<file path="src/rtl/tcm_pkg.sv">
package tcm_pkg;
  typedef enum logic [1:0] {
    OP_RESERVE      = 2'b00,
    OP_HANDOUT      = 2'b01,
    OP_RESERVE_HAND = 2'b10,
    OP_DISCARD      = 2'b11
  } store_op_e;
endpackage

</file>
<file path="src/rtl/tcm_lookup.sv">
module tcm_lookup #(
  parameter int ENTRIES = 8,
  parameter int TAG_W   = 26,
  parameter int IDX_W   = $clog2(ENTRIES),
  parameter int AGE_W   = IDX_W
) (
  input  logic [ENTRIES-1:0]            line_vld,
  input  logic [ENTRIES-1:0][TAG_W-1:0] line_tag,
  input  logic [ENTRIES-1:0][AGE_W-1:0] line_age,
  input  logic [TAG_W-1:0]              probe_tag,
  output logic                          hit,
  output logic [IDX_W-1:0]              hit_idx,
  output logic                          free_any,
  output logic [IDX_W-1:0]              free_idx,
  output logic [IDX_W-1:0]              lru_idx
);
  localparam logic [AGE_W-1:0] OLDEST = AGE_W'(ENTRIES - 1);

  logic [ENTRIES-1:0] match;
  logic [ENTRIES-1:0] oldest;

  for (genvar g = 0; g < ENTRIES; g++) begin : g_cmp
    assign match[g]  = line_vld[g] && (line_tag[g] == probe_tag);
    assign oldest[g] = line_vld[g] && (line_age[g] == OLDEST);
  end

  always_comb begin
    hit      = |match;
    free_any = ~&line_vld;
    hit_idx  = '0;
    free_idx = '0;
    lru_idx  = '0;
    for (int i = ENTRIES - 1; i >= 0; i--) begin
      if (match[i])     hit_idx  = IDX_W'(i);
      if (!line_vld[i]) free_idx = IDX_W'(i);
      if (oldest[i])    lru_idx  = IDX_W'(i);
    end
  end
endmodule

</file>
<file path="src/rtl/tcm_recency.sv">
module tcm_recency #(
  parameter int ENTRIES = 8,
  parameter int IDX_W   = $clog2(ENTRIES),
  parameter int AGE_W   = IDX_W
) (
  input  logic [ENTRIES-1:0]            line_vld,
  input  logic [ENTRIES-1:0][AGE_W-1:0] age_q,
  input  logic                          promote,
  input  logic                          drop,
  input  logic [IDX_W-1:0]              sel,
  output logic [ENTRIES-1:0][AGE_W-1:0] age_d
);
  logic [AGE_W-1:0] sel_age;
  logic             sel_vld;

  assign sel_age = age_q[sel];
  assign sel_vld = line_vld[sel];

  for (genvar g = 0; g < ENTRIES; g++) begin : g_age
    always_comb begin
      age_d[g] = age_q[g];
      if (promote) begin
        if (IDX_W'(g) == sel)
          age_d[g] = '0;
        else if (line_vld[g] && (!sel_vld || (age_q[g] < sel_age)))
          age_d[g] = age_q[g] + AGE_W'(1);
      end else if (drop) begin
        if (line_vld[g] && (age_q[g] > sel_age))
          age_d[g] = age_q[g] - AGE_W'(1);
      end
    end
  end
endmodule

</file>
<file path="src/rtl/pcache_tag_mgr.sv">
module pcache_tag_mgr
  import tcm_pkg::*;
#(
  parameter int ENTRIES = 8,
  parameter int ADDR_W  = 32,
  parameter int SUBID_W = 4,
  parameter int IDX_W   = $clog2(ENTRIES)
) (
  input  logic               clk,
  input  logic               rst_n,
  input  logic               req_valid,
  output logic               req_ready,
  input  logic               req_write,
  input  logic               req_pf,
  input  logic [ADDR_W-1:0]  req_addr,
  input  logic [SUBID_W-1:0] req_subid,
  output logic               rsp_valid,
  output logic               rsp_hit,
  output logic               cmd_valid,
  input  logic               cmd_ready,
  output logic [1:0]         cmd_op,
  output logic [IDX_W-1:0]   cmd_idx,
  output logic [SUBID_W-1:0] cmd_subid
);
  localparam int LINE_BYTES = 64;
  localparam int OFF_W      = $clog2(LINE_BYTES);
  localparam int TAG_W      = ADDR_W - OFF_W;
  localparam int AGE_W      = IDX_W;

  logic [ENTRIES-1:0]            valid_q, valid_d;
  logic [ENTRIES-1:0][TAG_W-1:0] tag_q;
  logic [ENTRIES-1:0][AGE_W-1:0] age_q, age_d;

  logic [TAG_W-1:0]  probe_tag;
  logic [OFF_W-1:0]  line_off_unused;
  logic              hit, free_any;
  logic [IDX_W-1:0]  hit_idx, free_idx, lru_idx, tgt;
  logic              out_adv, accept;
  logic              promote, drop, set_line;

  logic              cv_d, rv_d, rh_d;
  store_op_e         op_d;
  logic [1:0]        op_q;

  assign probe_tag       = req_addr[ADDR_W-1:OFF_W];
  assign line_off_unused = req_addr[OFF_W-1:0];

  tcm_lookup #(.ENTRIES(ENTRIES), .TAG_W(TAG_W), .IDX_W(IDX_W), .AGE_W(AGE_W)) u_lookup (
    .line_vld (valid_q),
    .line_tag (tag_q),
    .line_age (age_q),
    .probe_tag(probe_tag),
    .hit      (hit),
    .hit_idx  (hit_idx),
    .free_any (free_any),
    .free_idx (free_idx),
    .lru_idx  (lru_idx)
  );

  tcm_recency #(.ENTRIES(ENTRIES), .IDX_W(IDX_W), .AGE_W(AGE_W)) u_recency (
    .line_vld(valid_q),
    .age_q   (age_q),
    .promote (promote),
    .drop    (drop),
    .sel     (tgt),
    .age_d   (age_d)
  );

  // Output stage advances unless a command is waiting on the store.
  assign out_adv   = !cmd_valid || cmd_ready;
  assign req_ready = out_adv;
  assign accept    = req_valid && out_adv;
  assign tgt       = hit ? hit_idx : (free_any ? free_idx : lru_idx);

  always_comb begin
    promote  = 1'b0;
    drop     = 1'b0;
    set_line = 1'b0;
    cv_d     = 1'b0;
    rv_d     = 1'b0;
    rh_d     = 1'b0;
    op_d     = OP_RESERVE;
    if (accept) begin
      if (req_write) begin
        if (hit) begin
          drop = 1'b1;
          cv_d = 1'b1;
          op_d = OP_DISCARD;
        end
      end else begin
        rv_d     = 1'b1;
        rh_d     = hit;
        promote  = 1'b1;
        set_line = !hit;
        if (req_pf) begin
          cv_d = !hit;
          op_d = OP_RESERVE;
        end else begin
          cv_d = 1'b1;
          op_d = hit ? OP_HANDOUT : OP_RESERVE_HAND;
        end
      end
    end
  end

  always_comb begin
    valid_d = valid_q;
    if (set_line) valid_d[tgt] = 1'b1;
    if (drop)     valid_d[tgt] = 1'b0;
  end

  always_ff @(posedge clk or negedge rst_n) begin
    if (!rst_n) begin
      valid_q   <= '0;
      cmd_valid <= 1'b0;
      rsp_valid <= 1'b0;
    end else begin
      if (accept) valid_q <= valid_d;
      if (out_adv) begin
        cmd_valid <= cv_d;
        rsp_valid <= rv_d;
      end
    end
  end

  always_ff @(posedge clk) begin
    if (accept) age_q <= age_d;
    if (set_line) tag_q[tgt] <= probe_tag;
    if (out_adv) begin
      rsp_hit   <= rh_d;
      op_q      <= op_d;
      cmd_idx   <= tgt;
      cmd_subid <= req_subid;
    end
  end

  assign cmd_op = op_q;
endmodule

</file>
<file path="config.mk">
export PLATFORM = sky130hd
export DESIGN_NAME = pcache_tag_mgr
export DESIGN_NICKNAME = d
export VERILOG_FILES = /design/src/rtl/tcm_pkg.sv /design/src/rtl/tcm_lookup.sv /design/src/rtl/tcm_recency.sv /design/src/rtl/pcache_tag_mgr.sv
export SDC_FILE = /design/constraint.sdc
export NUM_CORES = 1
export LEC_CHECK = 0
export BUFFER_PORTS_ARGS = -buffer_cell sky130_fd_sc_hd__buf_2
export CAP_MARGIN = 20
export CORE_MARGIN = 5
export CORE_UTILIZATION = 51
export CTS_CLUSTER_SIZE = 16
export DETAILED_ROUTE_END_ITERATION = 8
export GPL_TIMING_DRIVEN = 0
export PLACE_DENSITY_LB_ADDON = 0.12
export RECOVER_POWER = 25
export SYNTH_ARGS = -nofsm -noshare
export SYNTH_HDL_FRONTEND = slang
export SYNTH_SLANG_ARGS = --single-unit
</file>
<file path="constraint.sdc">
create_clock -name clk -period 10 [get_ports clk]
set_input_delay 1.5 -clock clk [delete_from_list [all_inputs] [get_ports clk]]
set_output_delay 1.5 -clock clk [all_outputs]
set_load 0.005 [all_outputs]
</file>
-- Word-level counts from Yosys, hierarchy flattened
Cells that the tools add are included.
- flip-flop bits (word level): 252
- input bits: 42
- output and inout port bits: 13
- word-level logic and storage cells: 250
- add/subtract/negate cells: 16
- $lt $le $gt $ge: 18
- eq/ne operators: 31
- mux-type cells: 91
- bitwise logic cells: 4
- reduce and logical (&&, ||, !) cells: 67
- operators with widths (cell ; number):
    bitwise mux 208 bit ; 1
    equality test 26 bit ; 8
    2-to-1 mux 3 bit ; 67
    demux 26 bit (select 3 bit) ; 1
    logical AND 1 bit ; 34
    AND reduction 4 bit ; 8
    2-to-1 mux 26 bit ; 1
    adder 3 x 1 -> 3 bit (second input constant) ; 8
    equality test 3 bit (second input constant) ; 8
    greater-than comparator 3 bit ; 8
    less-than comparator 3 bit ; 8
    inequality test 3 x 1 -> 1 bit (second input constant) ; 8
    subtractor 3 x 1 -> 3 bit (second input constant) ; 8
    nonzero test 2 bit ; 9
    2-to-1 mux 8 bit ; 2
    equality test 3 bit (first input constant) ; 4
    2-to-1 mux 1 bit ; 12
    binary-select mux 3 bit (select 3 bit) ; 1
    logical OR 1 bit ; 9
    AND 8 bit ; 1
    2-to-1 mux 2 bit ; 4
    NOT 8 bit ; 1
    bitwise OR 8 bit ; 1
    AND reduction 8 bit ; 1
    other kinds (11) ; 14

-- Longest topological paths before layout
Gate-level depths: netlist (run 1).
- depth after elaboration: 20
- gate-level depth with buffers: 23
- depth with buffers taken out: 20

-- By module
Synthesis (run 1) repeated with hierarchy kept, for this count alone.
- cells, all modules: 936
- area, all modules: 12705.9 um2
- by module, submodules not included (module ; times used ; cells an instance ; area each (um2) ; sequential area each (um2)):
    pcache_tag_mgr ; 1 ; 316 ; 7930.1 ; 7517.2
    tcm_lookup ; 1 ; 355 ; 2763.9 ; 0.0
    tcm_recency ; 1 ; 265 ; 2011.9 ; 0.0

-- Worst setup path before layout (run 1)
No wires, ideal clock.
- path kind: input to register
- start: input req_addr[15]
- end: register tag_q[100] (netlist bit), enable pin
- library setup time: 0.478 ns
- arrival: 6.462 ns
- required time: 9.522 ns
- setup slack: 3.060 ns
- stages: 12
- path buffers: 4
- path through: buf_4 xor2_1 or4_1 or4_1 or2_0 nand4_1 o221ai_1 and2b_1 buf_2 buf_4 buf_4 nor4_1
- word-level cells in the longest chain between the ends: 6
- elaborated cells on any way between the ends: 20
- classes of those cells: 8 x eq/ne; 2 x mux; 10 x reduce/logical
- RTL lines (element ; line ; RTL):
    start, declared ; pcache_tag_mgr.sv:15 ; input logic [ADDR_W-1:0] req_addr,
    equality test 26 bit ; tcm_lookup.sv:23 ; assign match[g] = line_vld[g] && (line_tag[g] == probe_tag);
    logical AND 1 bit ; tcm_lookup.sv:23 ;
    OR reduction 8 bit (*) ; tcm_lookup.sv:28 ; hit = |match;
    logical NOT 1 bit (*) ; pcache_tag_mgr.sv:94 ; set_line = !hit;
    2-to-1 mux 1 bit (*) ; pcache_tag_mgr.sv:84 ; if (req_write) begin
    2-to-1 mux 1 bit (*) ; pcache_tag_mgr.sv:83 ; if (accept) begin
    end signal, assigned by index ; pcache_tag_mgr.sv:128 ; if (set_line) tag_q[tgt] <= probe_tag;
    end, declared ; pcache_tag_mgr.sv:31 ; logic [ENTRIES-1:0][TAG_W-1:0] tag_q;
Every way passes the cells marked *; elsewhere a longest branch is shown, timed or not.
A chain may end at the register's enable or synchronous reset.

-- Worst setup path in the final report (run 1)
- start: input req_addr[10]
- end: register age_q[1] (netlist bit), enable pin
- word-level cells in the longest chain between the ends: 18
- elaborated cells on any way between the ends: 44
- classes of those cells: 2 x order compare; 9 x eq/ne; 16 x mux; 17 x reduce/logical
- RTL lines (element ; line ; RTL):
    equality test 26 bit ; tcm_lookup.sv:23 ;
    logical AND 1 bit ; tcm_lookup.sv:23 ;
    2-to-1 mux 3 bit (8 in series) ; tcm_lookup.sv:34 ; if (match[i]) hit_idx = IDX_W'(i);
    2-to-1 mux 3 bit (*) ; pcache_tag_mgr.sv:73 ; assign tgt = hit ? hit_idx : (free_any ? free_idx : lru_idx);
    named net tgt[1] ; pcache_tag_mgr.sv:37 ; logic [IDX_W-1:0] hit_idx, free_idx, lru_idx, tgt;
    binary-select mux 3 bit (select 3 bit) / binary-select mux 1 bit (select 3 bit) (equally long branches) ; tcm_recency.sv:16, tcm_recency.sv:17 ;
    2-to-1 mux 3 bit (implied by the code) / 2-to-1 mux 1 bit (equally long branches) ; tcm_recency.sv:16, tcm_recency.sv:17 ;
    less-than comparator 3 bit / logical NOT 1 bit (equally long branches) ; tcm_recency.sv:25 ; else if (line_vld[g] && (!sel_vld || (age_q[g] < sel_age)))
    logical OR 1 bit ; tcm_recency.sv:25 ;
    logical AND 1 bit ; tcm_recency.sv:25 ;
    inequality test 3 x 1 -> 1 bit (no source line) ; - ;
    AND reduction 4 bit (no source line) (*) ; - ;
    end signal, assigned ; pcache_tag_mgr.sv:127 ; if (accept) age_q <= age_d;
    end, declared ; pcache_tag_mgr.sv:32 ; logic [ENTRIES-1:0][AGE_W-1:0] age_q, age_d;
The timed path passes the listed nets; every way through them passes the cells marked *. The select of a mux whose other input is x is not followed.

==> results of run 1 <==
## per-layer routing
metal	wire (µm)	share of wire [%]
met5	0	0
met3	4060	10
met4	1200	3.0
met1	17100	42
met2	18200	45
## registers in the layout (all words and copies together), names as in the netlist
name / count
age_q: 24
cmd_op: 2
rsp_hit: 1
rsp_valid: 1
cmd_idx: 3
cmd_valid: 1
valid_q: 8
cmd_subid: 4
tag_q: 208
## critical path, delay by kind of cell
family | cells | cell delay [ns]
buf+inv | 6 | 1.31
fa+ha+maj | 1 | 0.39
xor+xnor | 1 | 0.57
compound gates | 7 | 2.15
simple gates | 7 | 2.08
## power by group
group | switching (µW) | leakage [µW] | internal [µW] | total [µW]
logic | 1330 | 0.00246 | 693 | 2030
clock network | 406 | 0.000425 | 569 | 975
registers | 100 | 0.00232 | 1360 | 1460
## kinds of logic after synthesis
family,count (synthesis)
AOI/OAI and AO/OA,110
xor gates and xnor gates,216
adders and majority gates,40
buffers and inverters,81
DFF,252
muxes,20
and+or+nand+nor,345
## per-stage QoR
| step | setup TNS [ns] | util, % | cell area, µm² | cells | power [µW] |
|---|---|---|---|---|---|
| 3_5_place_dp | 0 | 55.2 | 14300 | 1473 | 3450 |
| 4_1_cts | 0 | 58.5 | 15100 | 1523 | 4430 |
| 5_1_grt | 0 | 58.4 | 15100 | 1523 | 4700 |
| 6_report | 0 | 58.5 | 15100 | 1524 | 4460 |
| 2_1_floorplan | 0 | - | 13300 | 1064 | 2830 |
| 3_3_place_gp | -39.03 | 54.0 | 14000 | 1447 | 3360 |
## how the worst min path moves through the flow
stage	end	from	depth (start not counted)	slack, ns
4_1_cts	rsp_valid$_DFFE_PN0N_	rsp_valid$_DFFE_PN0N_	2	0.54
6_report	rsp_valid$_DFFE_PN0N_	rsp_valid$_DFFE_PN0N_	2	0.53
3_5_place_dp	rsp_valid$_DFFE_PN0N_	rsp_valid$_DFFE_PN0N_	2	0.53
5_1_grt	rsp_valid$_DFFE_PN0N_	rsp_valid$_DFFE_PN0N_	2	0.56
3_3_place_gp	rsp_valid$_DFFE_PN0N_	rsp_valid$_DFFE_PN0N_	2	0.52
2_1_floorplan	rsp_valid$_DFFE_PN0N_	rsp_valid$_DFFE_PN0N_	2	0.53
## area by class of cell
cell class	count	area share [%]
buffer	55	2.37
clock buffer	38	4.88
clock inverter	12	0.870
multi-input combinational	731	35.6
antenna	1	0.0166
timing repair buffer	74	3.10
sequential	252	49.8
tap	335	2.78
inverter	26	0.663
## Yosys cell counts, types with 3 or more instances
master / n
a31oi_1: 3
and3b_1: 4
mux2_2: 3
and4_1: 5
and3_1: 5
o21a_1: 6
o22ai_1: 7
or4_1: 7
a21oi_1: 10
nor3b_1: 4
nand3_1: 9
nor4_1: 56
clkbuf_1: 16
buf_2: 16
xnor2_2: 4
and2_1: 4
o21ai_0: 17
a311oi_1: 3
xor2_1: 83
edfxtp_1: 242
xnor2_1: 129
or3_1: 7
a2bb2oi_1: 8
nand4_1: 76
or2_2: 3
a211o_1: 4
nor2_1: 55
inv_1: 24
a21boi_0: 3
buf_6: 13
buf_4: 9
ha_1: 40
a211oi_1: 9
mux2i_1: 16
o211ai_1: 9
nand2_1: 72
nor3_1: 18
nand2b_1: 8
a221oi_1: 7
dfrtp_1: 10
a31o_2: 4
==> out/qor.yml, run 1 <==
run_status:
  status: "finished clean"
critical_path:
  slowest_stage: "nor4_1"
  slowest_delay_ns: 0.82
  r2r-start: "tag_q[56]$_DFFE_PP_"
  r2r_cells: 20
  crit_path_end_kind: "register"
  cp.required_ns: 10.21
  criticalPathCategory: "in -> reg"
  cp-start-kind: "input port"
  crit_start: "req_addr[10]"
  cp_max_fo: 10
  r2r_end: "age_q[1]$_DFFE_PP_"
  cp.arrival_ns: 8.00
  regToRegSetupSlack_ns: 3.24
  crit_end: "age_q[1]$_DFFE_PP_"
  worstPathCellList: "clkbuf_1 > buf_2 > xnor2_1 > nand4_1 > nor4_1 > nand4_1 > a221o_1 > o21a_1 > buf_6 > inv_4 > buf_4 > clkbuf_1 > nand2_1 > o21ai_0 > a21oi_1 > o21ai_1 > ha_1 > nand2_1 > nor2_1 > a31o_1 > or4_1 > o211ai_1"
synthesis:
  yosys-mux-area-fraction_pct: 1.63
  async_reset_ff_share_pct: 3.97
  yosys.area_share.simple_pct: 14.1
  ys_seq_area_share_pct: 56.5
  ys_seq_elements: 252
  synth_compound_area_share_pct: 6.07
  netlist_area_um2: 13300
  ys_warn_count: 0
  synth_top_family_by_area: "XOR/XNOR gates"
  synth_edf_count: 242
  ys_top_cells_by_area: "edfxtp_1 55%, xnor2_1 8.5%, xor2_1 5.5%"
  synth_fa_ha_area_share_pct: 3.76
  synth_fp_nets: 1146
  synth_top_cell_by_area: "edfxtp_1"
  synth_top_area_share_pct: 54.6
  synth_xor_area_share_pct: 14.5
  synth_area_per_cell_um2: 12.5
  syn_inst: 1064
  synthFlopType: "edfxtp_1"
  ys_types: 70
routing:
  drt_pass1_iterations: 6
  vias: 9389
  detail-route-antenna-nets: 0
  routed_wirelength_um: 40500
  wl_per_cell_um: 26.6
  via_per_inst: 6.16
  drc: 0
  drtIter0Drc: 1135
timing:
  rsz0062_at_grt: "no"
  finalHoldViolCount: 0
  timing.hold.ws_ns: 0.533
  skew_ns: 0.0193
  timing.final.crit_share_pct: 78.0
  final_max_slew_viol_count: 0
  setup_slack_ns: 2.20
  worst_slew_pin_slew_ns: 1.03
  fmax_mhz: 128
  setup_viol: 0
  post-route-min-period_ns: 7.80
  slew_headroom_pct: 30.9
die:
  start_util_pct: 51.5
  die_h_um: 171
  fp.coreArea_um2: 25800
  die_w_um: 171
  pin_count: 55
  die_area_um2: 29400
  row_count: 59
clock_tree:
  hold_buffers: 0
  numCtsBuffers: 27
  cts_buffer_depth: 3
  root_buffer: "clkbuf_16"
  clkTransAtPathRegs_ns: 0.06
  htree_levels: 1
  post_cts_buffers: 0
  worstSkewPairLatency_ns: 0.55
  clock-sinks: 252
  cts_tree: "yes"
  cts_resized: 0
placement:
  port_buffers: 48
  dp_hpwl_um: 30800
  place_ws_ns: 2.02
  place_congestion: 0.969
finish:
  fillers: 2097
  layout_commonest_cell: "edfxtp_1"
  layout.nets: 1249
  most-common-layout-cells: "242 x edfxtp_1, 129 x xnor2_1, 83 x xor2_1, 76 x nand4_1, 72 x nand2_1"
  drive_gt1_share_pct: 13.6
  area_growth_pct: 13.6
  multi_input_area_um2: 5370
  regArea_um2: 7520
power_and_ir_drop:
  p_per_area_nw_per_um2: 296
  p_leak_uw: 0.00521
  ir_worst_vdd_mv: 0.196
global_routing:
  use_met1_pct: 39.4
  grt_antenna_before_repair: 1
  met3_usage_pct: 6.00
  grt_overflow: 0
  met2_usage_pct: 42.4
  top_usage_layer: "met2"
  grt_max_degree: 23
  grt_pass1_vias: 8928
  grt_usage_pct: 27.5
  grt_pass1_wl_um: 58600
hold_path:
  hold_class: "reg -> reg"
job:
  cap_violations: 0
(Power assumes the default switching activity.)
==> run 2, diff against run 1 <==
Settings changed: ABC_AREA set to 1.
Clock period 10 ns to 6.31 ns, I/O delays scaled along.
==> run 2 against run 1 <==
Net effect: clock skew is 0.0082 ns lower; die area is 10% higher; power is 60% higher; largest cell class unchanged.
==> out/qor.yml, run 2 <==
run_status:
  status: "finished clean"
finish:
  most-common-layout-cells: "508 x nand2_1, 242 x edfxtp_1, 197 x inv_1, 173 x nor2_1, 96 x nand4_1"
  largest_register_ffs: 208  # unchanged
  final_core_util_pct: 57.4  # -1.1 points
  reg_top3: "tag_q (208), age_q (24), valid_q (8)"
  fillers: 2584  # +23%
  layout_commonest_cell: "nand2_1"
  diodes: 0  # -1
  instances_no_fill: 2199  # +44%
  regMostFlops: "tag_q"
  drive_gt1_share_pct: 11.1  # -2.4 points
  area_growth_pct: 11.5
  layout.nets: 1876  # +50%
clock_tree:
  cts_tree: "yes"
  cts_buffer_depth: 3  # unchanged
  clock-sinks: 252  # unchanged
  post_cts_buffers: 0  # unchanged
  cts_resized: 0  # unchanged
  htree_levels: 1  # unchanged
  clkTransAtPathRegs_ns: 0.06  # about the same
  numCtsBuffers: 29  # +7.4%
  worstSkewPairLatency_ns: 0.56  # about the same
  root_buffer: "clkbuf_16"
  hold_buffers: 0  # unchanged
synthesis:
  ys_top_cells_by_area: "edfxtp_1 49%, nand2_1 13%, inv_1 5.0%"
  ys_seq_area_share_pct: 51.0  # -5.5 points
  netlist_area_um2: 14700  # +11%
  synth_top_area_share_pct: 49.3  # -5.3 points
  ys_warn_count: 0  # unchanged
  synth_edf_count: 242  # unchanged
  synth.most_common_cell: "nand2_1"
  ys_seq_elements: 252  # unchanged
  synth_top_cell_by_area: "edfxtp_1"
  yosys-top-cells-count: "508 x nand2_1, 242 x edfxtp_1, 197 x inv_1"
  syn_inst: 1710  # +61%
  ys_types: 50  # -29%
  async_reset_ff_share_pct: 3.97  # unchanged
  synth_fp_nets: 1792  # +56%
  synthFlopType: "edfxtp_1"
  synth_area_per_cell_um2: 8.61  # -31%
job:
  cap_violations: 0  # unchanged
die:
  die_h_um: 180  # +4.9%
  start_util_pct: 51.5  # about the same
  die_w_um: 180  # +4.9%
  fp.coreArea_um2: 28600  # +11%
  pin_count: 55  # unchanged
  die_area_um2: 32400  # +10%
  row_count: 62  # +5.1%
routing:
  drt_pass1_iterations: 6  # unchanged
  drtIter0Drc: 1587  # +40%
  via_per_inst: 5.80  # -5.9%
  drc: 0  # unchanged
  detail-route-antenna-nets: 0  # unchanged
  vias: 12751  # +36%
  wl_per_cell_um: 24.0  # -9.6%
  routed_wirelength_um: 52800  # +30%
placement:
  dp_hpwl_um: 37600  # +22%
  port_buffers: 48  # unchanged
  place_congestion: 1.01  # +4.6%
  dp_cells: 2145  # +46%
power_and_ir_drop:
  seqPwrFrac_pct: 32.2  # -0.6 points
  p_int_uw: 4060  # +55%
  total_power_uw: 7130  # +60%
  p_switching_uw: 3070  # +67%
  sw_frac_of_total_pct: 43.1  # +1.9 points
  p_leak_uw: 0.00704  # +35%
  ir_worst_vdd_mv: 0.360  # +84%
  combPwrFrac_pct: 46.0  # +0.6 points
  pwr-share-clk_pct: 21.8  # about the same
  p_per_area_nw_per_um2: 434  # +47%
timing:
  setup_viol: 0  # unchanged
  timing.final.crit_share_pct: 95.0
  final_max_slew_viol_count: 0  # unchanged
  fmax_mhz: 167
  rsz0062_at_grt: "no"
  worst_slew_pin_slew_ns: 1.08  # +0.0474 ns
  skew_ns: 0.0110  # -0.00825 ns
  post-route-min-period_ns: 5.99
  finalHoldViolCount: 0  # unchanged
  slew_headroom_pct: 28.1  # -2.8 points
  timing.hold.ws_ns: 0.435  # -0.0981 ns
global_routing:
  grt_pass1_wl_um: 76200  # +30%
  grt_antenna_before_repair: 0  # -1
  grt_overflow: 0  # unchanged
  grt_pass1_vias: 11856  # +33%
  grt_max_degree: 28  # +22%
  grt_usage_pct: 31.6  # +4.1 points
critical_path:
  slowest_stage: "clkbuf_1"
  criticalPathCategory: "in -> reg"
  critPathMostFrequentCell: "nor2_1"
  crit_path_end_kind: "register"
  cp.required_ns: 6.54  # -3.67 ns
  cp.arrival_ns: 6.23  # -1.77 ns
  slowest_delay_ns: 0.70  # -0.12 ns
  cp-start-kind: "input port"
  cp_max_fo: 9  # -1
hold_path:
  hold_class: "in -> async"
==> run 2: worst paths after layout <==
check                           cells past startpoint  slack, ns              startpoint                     end
worst min register to register                      2       0.54   rsp_valid$_DFFE_PN0N_   rsp_valid$_DFFE_PN0N_
max in group asynchronous                           1       5.39                   rst_n  valid_q[4]$_DFFE_PN0P_
worst max-delay path                               27       0.32            req_addr[10]     age_q[11]$_DFFE_PP_
worst min-delay path                                1       0.44                   rst_n  valid_q[3]$_DFFE_PN0P_
worst max register to register                     29       1.07  valid_q[6]$_DFFE_PN0P_     age_q[11]$_DFFE_PP_
min in group clk                                    2       0.54   rsp_valid$_DFFE_PN0N_   rsp_valid$_DFFE_PN0N_
==> run 2: metrics by stage <==
stage               setup TNS, ns  instance area (µm²)  worst slack (ns)
global placement            -2.28                15500           -0.0900
finish                          0                16400             0.316
CTS                             0                16400             0.634
floorplan                       0                14700              2.13
detailed placement              0                15500            0.0517
global route                    0                16400             0.190
==> run 2: cell type report <==
type / count / area (µm²) / area share [%]
Timing Repair Buffer: 53 / 335 / 2.04
Clock buffer: 36 / 772 / 4.70
Multi-Input combinational cell: 1199 / 6150 / 37.4
Inverter: 222 / 841 / 5.12
Clock inverter: 16 / 88.8 / 0.541
Sequential cell: 252 / 7520 / 45.8
Buffer: 37 / 243 / 1.48
Tap cell: 384 / 480 / 2.93
==> run 2: layer usage <==
metal	up-vias	track usage (%)	share of wire (%)
met5	-	0	0
met4	0	10.1	4.0
met3	112	6.16	11
met2	702	46.5	42
met1	6080	47.2	44
li1	5857	-	-
==> run 2: worst max-delay path, delay by kind of cell <==
kind / cells / cell delay (ns)
simple gates: 19 / 2.97
fa+ha+maj: 1 / 0.40
buf+inv: 5 / 1.47
compound gates: 2 / 0.37
==> run 2: power groups by stage <==
stage / sequential [µW] / clock [µW] / combinational [µW]
floorplan: 2290 / 0 / 2300
global placement: 2330 / 0 / 3090
detailed placement: 2320 / 0 / 3190
CTS: 2290 / 1560 / 3210
global route: 2320 / 1630 / 3640
finish: 2300 / 1550 / 3280
==> run 2: logic make-up (layout without fill, tap and decap cells) <==
| group | count (synthesis) | in the layout | synth area share (%) |
|---|---|---|---|
| and+or+nand+nor | 998 | 998 | 31.0 |
| buffers and inverters | 259 | 364 | 7.36 |
| DFF | 252 | 252 | 51.0 |
| AOI/OAI and AO/OA | 108 | 108 | 4.11 |
| xor gates and xnor gates | 53 | 53 | 3.15 |
| adders and majority gates | 40 | 40 | 3.40 |
==> run 3, diff against run 2 <==
Settings changed: CORE_ASPECT_RATIO set to 1.5, CTS_CLUSTER_SIZE 16 to not set, SYNTH_HIERARCHICAL set to 1.
==> run 3 against run 2 <==
Net effect: hold slack worse by 0.067 ns; synthesized cell count down 18%; critical path depth unchanged; global-route usage decreased by 5.5 points; clock skew down 0.0011 ns; clock-buffer cell count down 2; fmax shrank 0.20%; combinational power shrank 62%; final cell count shrank 16%; routed wire length fell by 26%; largest power group is now registers.
==> out/qor.yml, run 3 <==
finish:
  largest_register_ffs: 208  # unchanged
  regMostFlops: "tag_q"
  layout_commonest_cell: "nand2_1"
  diodes: 0  # unchanged
  fillers: 2270  # -12%
  most-common-layout-cells: "347 x nand2_1, 242 x edfxtp_1, 159 x inv_1, 102 x nand3_1, 96 x nor2_1"
  layout.nets: 1567  # -16%
  reg_top3: "tag_q (208), age_q (24), valid_q (8)"
  final_core_util_pct: 57.7  # +0.33 points
  area_growth_pct: 12.4
  drive_gt1_share_pct: 11.5  # +0.37 points
critical_path:
  cp-start-kind: "input port"
  critPathMostFrequentCell: "nand2_1"
  crit_path_end_kind: "register"
  cp_max_fo: 10  # +1
  criticalPathCategory: "in -> reg"
  crit_family: "simple AND/OR/NAND/NOR gates"
  cp.required_ns: 6.60  # +0.06 ns
  crit_buf_inv: 6  # +1
  slowest_delay_ns: 0.38  # -0.32 ns
  regToRegSetupSlack_ns: 0.59  # -0.48 ns
  slowest_stage: "ha_1"
  cp.arrival_ns: 6.30  # +0.07 ns
power_and_ir_drop:
  p_per_area_nw_per_um2: 306  # -30%
  seqPwrFrac_pct: 43.1  # +11 points
  combPwrFrac_pct: 26.9  # -19 points
  ir_worst_vdd_mv: 0.245  # -32%
  p_switching_uw: 1500  # -51%
  sw_frac_of_total_pct: 32.2  # -11 points
  p_int_uw: 3150  # -22%
  pwr-share-clk_pct: 30.0  # +8.2 points
  p_leak_uw: 0.00632  # -10%
routing:
  detail-route-antenna-nets: 0  # unchanged
  routed_wirelength_um: 39100  # -26%
  wl_per_cell_um: 21.3  # -11%
  drc: 0  # unchanged
  vias: 10263  # -20%
  via_per_inst: 5.57  # -3.9%
  drt_pass1_iterations: 5  # -1
  drtIter0Drc: 720  # -55%
die:
  fp.coreArea_um2: 26400  # -7.8%
  die_w_um: 143  # -20%
  start_util_pct: 51.3  # -0.13 points
  pin_count: 55  # unchanged
  die_h_um: 210  # +16%
  row_count: 73  # +18%
  die_area_um2: 30000  # -7.4%
clock_tree:
  root_buffer: "clkbuf_16"
  clock-sinks: 252  # unchanged
  cts_tree: "yes"
  cts_buffer_depth: 3  # unchanged
  htree_levels: 1  # unchanged
  worstSkewPairLatency_ns: 0.54  # -0.02 ns
  numCtsBuffers: 25  # -14%
  clkTransAtPathRegs_ns: 0.06  # about the same
  hold_buffers: 0  # unchanged
synthesis:
  async_reset_ff_share_pct: 3.97  # unchanged
  netlist_area_um2: 13600  # -8.0%
  synthFlopType: "edfxtp_1"
  synth.most_common_cell: "nand2_1"
  synth_area_per_cell_um2: 9.67  # +12%
  ys_warn_count: 6  # +6
  yosys-top-cells-count: "347 x nand2_1, 242 x edfxtp_1, 160 x inv_1"
  ys_seq_area_share_pct: 55.5  # +4.4 points
  synth_fp_nets: 1484  # -17%
  synth_edf_count: 242  # unchanged
  ys_types: 51  # +2.0%
  ys_top_cells_by_area: "edfxtp_1 54%, nand2_1 9.6%, inv_1 4.4%"
  ys_seq_elements: 252  # unchanged
  synth_top_cell_by_area: "edfxtp_1"
  syn_inst: 1402  # -18%
  synth_top_area_share_pct: 53.6  # +4.3 points
timing:
  finalHoldViolCount: 0  # unchanged
  post-route-min-period_ns: 6.01  # +0.0119 ns
  rsz0062_at_grt: "no"
  worst_slew_pin_slew_ns: 0.864  # -0.213 ns
  setup_viol: 0  # unchanged
  fmax_mhz: 166  # -0.20%
  skew_ns: 0.00988  # -0.00114 ns
  final_max_slew_viol_count: 0  # unchanged
  timing.hold.ws_ns: 0.368  # -0.0668 ns
  timing.final.crit_share_pct: 95.2  # +0.19 points
  slew_headroom_pct: 42.3  # +14 points
placement:
  port_buffers: 48  # unchanged
  dp_hpwl_um: 29100  # -23%
  place_congestion: 0.929  # -8.3%
global_routing:
  grt_pass1_vias: 9998  # -16%
  grt_overflow: 0  # unchanged
  grt_antenna_before_repair: 0  # unchanged
  grt_pass1_wl_um: 58200  # -24%
  grt_usage_pct: 26.0  # -5.5 points
  grt_max_degree: 22  # -21%
hold_path:
  hold_class: "in -> async"
job:
  cap_violations: 0  # unchanged
run_status:
  status: "finished clean"
run 3: layer usage:
layer	part of all wire, %	track usage, %	up-vias
met1	36	28.1	4846
met3	4.5	3.12	127
li1	-	-	4930
met5	0	0	-
met4	7.7	17.4	0
met2	52	46.9	360
run 3: cell type report:
| type | instances | area, µm² | area share (%) |
|---|---|---|---|
| Clock buffer | 34 | 659 | 4.33 |
| Buffer | 30 | 229 | 1.50 |
| Sequential cell | 252 | 7520 | 49.4 |
| Multi-Input combinational cell | 939 | 5160 | 33.9 |
| Inverter | 180 | 687 | 4.51 |
| Tap cell | 337 | 422 | 2.77 |
| Timing Repair Buffer | 57 | 460 | 3.02 |
| Clock inverter | 12 | 92.6 | 0.608 |
run 3: final timing paths:
check                                        from                endpoint  depth (start not counted)
max in group asynchronous                   rst_n  valid_q[0]$_DFFE_PN0N_                          1
min in group clk            rsp_valid$_DFFE_PN0N_   rsp_valid$_DFFE_PN0N_                          1
min                                         rst_n   rsp_valid$_DFFE_PN0N_                          1
min reg2reg                 rsp_valid$_DFFE_PN0N_   rsp_valid$_DFFE_PN0N_                          1
max                                  req_addr[15]     age_q[17]$_DFFE_PN_                         27
max reg2reg                valid_q[3]$_DFFE_PN0N_     age_q[17]$_DFFE_PN_                         23
run 3: timing repair:
action / CTS / global route
endpoints found under the setup margin: 0 / 23
endpoints found under the hold margin: 0 / 0
gates resized for setup: 0 / 7
buffers inserted: 0 / 0
run 3: metrics by stage:
step | total power (µW) | worst slack, ns | std cells | setup TNS [ns] | cell area [µm²]
final | 4650 | 0.304 | 1841 | 0 | 15200
after floorplan | 2900 | 1.53 | 1402 | 0 | 13600
after global routing | 4900 | 0.0124 | 1841 | 0 | 15200
after global placement | 3190 | -0.748 | 1787 | -15.90 | 14200
after detailed placement | 3260 | -0.442 | 1796 | -8.73 | 14500
after CTS | 4650 | 0.0814 | 1842 | 0 | 15200
run 3: power by group through the flow:
| stage | Combinational [µW] | Sequential, µW | Clock [µW] |
|---|---|---|---|
| after floorplan | 874 | 2020 | 0 |
| after global placement | 1150 | 2040 | 0 |
| after detailed placement | 1220 | 2040 | 0 |
| after CTS | 1230 | 2010 | 1420 |
| after global routing | 1390 | 2010 | 1500 |
| final | 1250 | 2000 | 1400 |
run 3: cell families after synthesis:
| family | synth area share (%) |
|---|---|
| buffers and inverters | 6.76 |
| DFF | 55.5 |
| AOI/OAI and AO/OA | 7.77 |
| xor gates and xnor gates | 5.56 |
| and+or+nand+nor | 20.7 |
| adders and majority gates | 3.69 |
